===== src/rtl/uart_fifo_ctl.sv =====
module uart_fifo_ctl #(
  parameter int DEPTH = 16,
  parameter int CW    = $clog2(DEPTH + 1)
) (
  input  logic             clk,
  input  logic             rst_n,
  input  logic             ctl_wr,
  input  logic [7:0]       ctl_wdata,
  input  logic [CW-1:0]    rx_count,
  input  logic [DEPTH-1:0] rx_par_tag,
  input  logic [DEPTH-1:0] rx_frm_tag,
  input  logic [DEPTH-1:0] rx_brk_tag,
  input  logic             lsr_rd,
  output logic             rx_flush,
  output logic             tx_flush,
  output logic             fifo_mode,
  output logic             trig_hit,
  output logic             dma_mode,
  output logic             rx_err_sum
);
  logic [1:0]    trig_sel;
  logic          dma_sel;
  logic [CW-1:0] level;
  logic          mode_nxt;
  logic          any_err;

  assign any_err  = |(rx_par_tag | rx_frm_tag | rx_brk_tag);
  assign mode_nxt = ctl_wr ? ctl_wdata[0] : fifo_mode;

  always_comb begin
    case (trig_sel)
      2'd0:    level = CW'(1);
      2'd1:    level = CW'(4);
      2'd2:    level = CW'(8);
      default: level = CW'(14);
    endcase
  end

  assign trig_hit = fifo_mode && (rx_count >= level);
  assign dma_mode = fifo_mode && dma_sel;

  always_ff @(posedge clk or negedge rst_n) begin
    if (!rst_n) begin
      fifo_mode  <= 1'b0;
      trig_sel   <= 2'd0;
      dma_sel    <= 1'b0;
      rx_flush   <= 1'b0;
      tx_flush   <= 1'b0;
      rx_err_sum <= 1'b0;
    end else begin
      rx_flush <= 1'b0;
      tx_flush <= 1'b0;
      if (ctl_wr) begin
        fifo_mode <= ctl_wdata[0];
        if (!ctl_wdata[0] || !fifo_mode) begin
          rx_flush <= 1'b1;
          tx_flush <= 1'b1;
        end else begin
          rx_flush <= ctl_wdata[1];
          tx_flush <= ctl_wdata[2];
        end
        if (ctl_wdata[0]) begin
          trig_sel <= ctl_wdata[7:6];
          dma_sel  <= ctl_wdata[3];
        end
      end
      rx_err_sum <= mode_nxt && ((rx_err_sum && !lsr_rd) || any_err);
    end
  end
endmodule



===== config.mk =====
export PLATFORM = sky130hd
export DESIGN_NAME = uart_fifo_ctl
export DESIGN_NICKNAME = d
export VERILOG_FILES = /design/src/rtl/uart_fifo_ctl.sv
export SDC_FILE = /design/constraint.sdc
export NUM_CORES = 1
export LEC_CHECK = 0
export BUFFER_PORTS_ARGS = -buffer_cell sky130_fd_sc_hd__buf_2
export CAP_MARGIN = 5
export CORE_ASPECT_RATIO = 1.1
export CORE_MARGIN = 2
export CORE_UTILIZATION = 29
export DETAILED_ROUTE_END_ITERATION = 7
export PLACE_DENSITY = 0.79
export SETUP_SLACK_MARGIN = 0.05
export SLEW_MARGIN = 40
export SYNTH_ARGS = -nofsm -noshare
export SYNTH_HDL_FRONTEND = slang
export SYNTH_SLANG_ARGS = --single-unit

===== constraint.sdc =====
create_clock -name clk -period 2.4 [get_ports clk]
set_clock_uncertainty 0.15 [all_clocks]
set_input_delay 0.48 -clock clk [delete_from_list [all_inputs] [get_ports clk]]
set_output_delay 0.48 -clock clk [all_outputs]
set_load 0.01 [all_outputs]

# Yosys cells after proc, flatten, opt, wreduce, memory -nomap -nowiden
# Index checks and enable logic that the tools add are counted.
[classes] n_mux=6 n_bitwise=2 eq_ne=2 reduce_logical=12 magnitude_cmp=1
[op_table] op="$or A16 B16 Y16" n=2
[op_table] op="$reduce_or A16 Y1" n=1
[op_table] op="$pmux W4 S3" n=1
[op_table] op="$ge A5 B5 Y1" n=1
[op_table] op="$mux W1" n=5
[op_table] op="$logic_and A1 B1 Y1" n=4
[op_table] op="$logic_not A1 Y1" n=3
[op_table] op="$eq A2 B1 Y1 const B" n=1
[op_table] op="$eq A2 B2 Y1 const B" n=1
[op_table] op="$logic_not A2 Y1" n=1
[op_table] op="$logic_or A1 B1 Y1" n=2
[op_table] op="$reduce_and A2 Y1" n=1
[totals] output_inout_bits=6 input_bits=65 reg_bits=7 word_cells=29

# Depth between registers and ports, before layout
[depth] word_depth=5 depth_mapped=6

# Least setup slack after synthesis
# No wires, ideal clock.
[synth_path] path_type="input-to-output" startpoint="input port rx_count[0]" endpoint="output port trig_hit" arrival_ns=1.559 required_time_ns=1.770 cell_stages=6 path_buffers=0 path_slack_ns=0.211 cell_sequence="inv_1 ha_1 nand2b_1 a21o_1 a2111oi_0 nor3_1"
[synth_between] elab_chain_cells=2
[synth_rtl] item="start: declaration" line_no="9" text="input logic [CW-1:0] rx_count,"
[synth_rtl] item="$ge A5 B5 Y1" line_no="39" text="assign trig_hit = fifo_mode && (rx_count >= level);"
[synth_rtl] item="$logic_and A1 B1 Y1" line_no="39"
[synth_rtl] item="end: declaration" line_no="17" text="output logic trig_hit,"
# Every way passes these cells.

# Worst setup path in the final report
[layout_path] startpoint="register trig_sel[0]" endpoint="output port trig_hit"
[layout_between] elab_chain_cells=4 word_cells_on_any_way=6 classes_between="1 x order compare; 2 x eq/ne; 1 x mux; 2 x reduce/logical"
[layout_rtl] item="start: declaration" line_no="21" text="logic [1:0] trig_sel;"
[layout_rtl] item="start signal: assignment" line_no="63" text="trig_sel <= ctl_wdata[7:6];"
[layout_rtl] item="$eq A2 B2 Y1 (tied with other cells)" line_no="31" text="case (trig_sel)"
[layout_rtl] item="$pmux W4 S3 (*)" line_no="31"
[layout_rtl] item="$ge A5 B5 Y1 (*)" line_no="39"
[layout_rtl] item="$logic_and A1 B1 Y1 (*)" line_no="39"
# Every way passes the cells marked *; elsewhere a longest branch is shown, timed or not.

==> metrics <==
Leak 0.493 nW; Slew headroom between 80% and 90%; antenna violations before repair 0; ant diodes 0; Gate power share 37.4%; FMAX 412 MHz; Psw 102 µW; drt total wl between 1500 and 2000 µm; CP startpoint kind register; Die ar. 2020 µm²; setup TNS -0.0284 ns; max capacitance violation total 0; Cells after Synth 49; peak supply drop 0.000235 V; number of global-route vias before repair about 650; crit-path max FO 2; worst path arrival time roughly 1.8 ns; RePlAce Congestion 0.689; final worst slack -0.0284 ns; I/O pin cnt between 70 and 80; CTS root buffer clkbuf_4; status complete, but fails checks; sw frac a little over a quarter; Placed Cells 134; # clock sinks 7; Via density 4.67; layout overhead on the synthesized area 90.5%; P_int ~280 µW; Iter 0 DRT Violations 4; Fin. Hold Viols 0; Yosys Warn Count 0; Layout Cells excl Fill between 100 and 150; Slew @ Worst Pin 0.282 ns; crit share post-route 101%; slowest cell on the critical path dfrtp_1; Clock Latency Late Sink approximately 0.24 ns; DRC 0; violated checks setup timing; Crit path max-delay family compound AO/OA/AOI/OAI gates; crit end category output port; clock tree buffer depth 2; Yosys top cell area share a little over a third; area leader, netlist dfrtp_1; sequential share of power between 30% and 40%; Initial Utilization 30.8%; Nets 194; Mean Syn Cell Area 9.91 µm²; wire per inst around 11 µm; via count 659; Die Wd about 43 µm; Critical Path Max Stage Delay approximately 0.38 ns; post-synthesis sequential area ratio 36.1%; clock share of power 26.6%; dpl hpwl between 1000 and 1500 µm; share of post-route cells with drive strength above 1 about two thirds; DRT Pass-1 Iters 4; Critical Path RT 1.77 ns; unrepaired setup endpoints after global routing yes; core area 1580 µm²; port bufs approximately 70; P per Cell Area ~410 nW/µm²; Overflow after GRT 0; Tot GR Track Use 16.0%; Setup CP Type register to output port; CTS clk-pin slew, worst paths 0.05 ns; htree depth 1; largest net degree at the start of global routing 8; Synthesized Nets 118; CTS tree yes; total power draw 380 µW; top cells by area, synth dfrtp_1 36%, ha_1 10%, nor4_1 10%; Routed Antenna Nets 0; CP cell instances nor2_1 > ha_1 > nand2b_4 > a21o_1 > a2111oi_4 > nor3_1 > buf_2; Yosys cell types 18; synthesized flop and latch total 7; CTS buffer count 3; Mapped Area 485 µm²; Final Setup Violations 1; WP buf/inv 1; Tmin final 2.43 ns; Hold Path Class primary input to register; row count 15; fill count 146; WHS 0.309 ns; Final Slew Violations 0; first-pass GRT wire length 2360 µm; overall die height 46.9 µm
-- layout make-up --
cell class	count	area (µm²)	area share [%]
repair buffers	71	365	39.5
multi-input cells	37	318	34.4
flip-flops and latches	7	175	18.9
clock buffers	4	26.3	2.84
well taps	17	21.3	2.30
inverters	5	18.8	2.03
-- cell families after synthesis --
logic type | share of synthesized area, %
AO/OA/AOI/OAI | 10.8
adder cells (fa/ha/maj) | 10.3
flip-flops | 36.1
buffers and inverters | 3.87
multiplexers | 6.96
AND/OR/NAND/NOR | 32.0
-- sequential cells by signal (all words and copies together) (netlist names) --
name        flops
fifo_mode       1
tx_flush        1
dma_sel         1
rx_flush        1
trig_sel        2
rx_err_sum      1
-- layout by cell type (no fill, tap or decap) --
master	netlist	layout
a2111oi_4	0	1
a21o_1	1	1
and2_1	1	1
buf_2	0	68
buf_4	0	2
clkbuf_1	0	1
clkbuf_4	0	3
dfrtp_1	7	7
dlygate4sd3_1	0	1
ha_1	4	4
inv_1	5	5
mux2_2	3	3
nand2_1	3	3
nand2b_4	0	1
nand3_1	1	1
nand4_1	2	2
nor2_1	1	1
nor3_1	2	2
nor4_1	8	8
nor4_2	4	4
o21a_1	2	2
o21ai_0	2	2
o41a_1	1	1
-- cells in the mapped netlist, drive strengths merged --
master and count:
o41a 1, o21a 2, inv 5, nand2b 1
and2 1, a21o 1, ha 4, o21ai 2
nor4 12, mux2 3, dfrtp 7, nand2 3
nor3 2, nor2 1, nand4 2, a2111oi 1
nand3 1
-- metal layers --
layer | global-route usage (%) | share of wire (%)
met1 | 14.8 | 31
met2 | 33.3 | 56
met3 | 3.85 | 12
met4 | 7.27 | 0.39
met5 | 0 | 0
-- through the flow --
stage | setup WS (ns) | instance area (µm²) | util [%]
2_1_floorplan | 0.211 | 485 | -
3_3_place_gp | 0.00505 | 847 | 53.7
3_5_place_dp | -0.0338 | 847 | 53.7
4_1_cts | -0.0491 | 912 | 57.9
5_1_grt | -0.174 | 925 | 58.7
6_report | -0.0284 | 925 | 58.7
-- power by group through the flow --
stage	Sequential, mW	Combinational [mW]	Clock (mW)
4_1_cts	0.137	0.138	0.108
2_1_floorplan	0.143	0.0417	0
3_3_place_gp	0.140	0.111	0
3_5_place_dp	0.141	0.118	0
5_1_grt	0.139	0.159	0.116
6_report	0.137	0.142	0.101
-- repair_timing --
| item | in CTS | in global routing |
|---|---|---|
| gates resized for setup | 3 | 1 |
| endpoints found under the setup margin | 1 | 1 |
| pin swaps | 4 | 0 |
| buffers inserted | 2 | 0 |
| hold endpoints to repair | 7 | 0 |
| hold buffers | 1 | 0 |
-- path summary, 6_finish.rpt --
check	endpoint	slack [ns]	cells past startpoint	startpoint
max	trig_hit	-0.03	7	trig_sel[0]$_DFFE_PN0P_
min	rx_flush$_DFF_PN0_	0.31	2	ctl_wdata[1]
max reg2reg	rx_err_sum$_DFF_PN0_	1.26	3	rx_err_sum$_DFF_PN0_
min reg2reg	dma_sel$_DFFE_PN0P_	0.35	1	dma_sel$_DFFE_PN0P_
max in group asynchronous	dma_sel$_DFFE_PN0P_	1.50	2	rst_n
min in group asynchronous	trig_sel[0]$_DFFE_PN0P_	0.45	2	rst_n
Power figures use the tool's default switching activity.
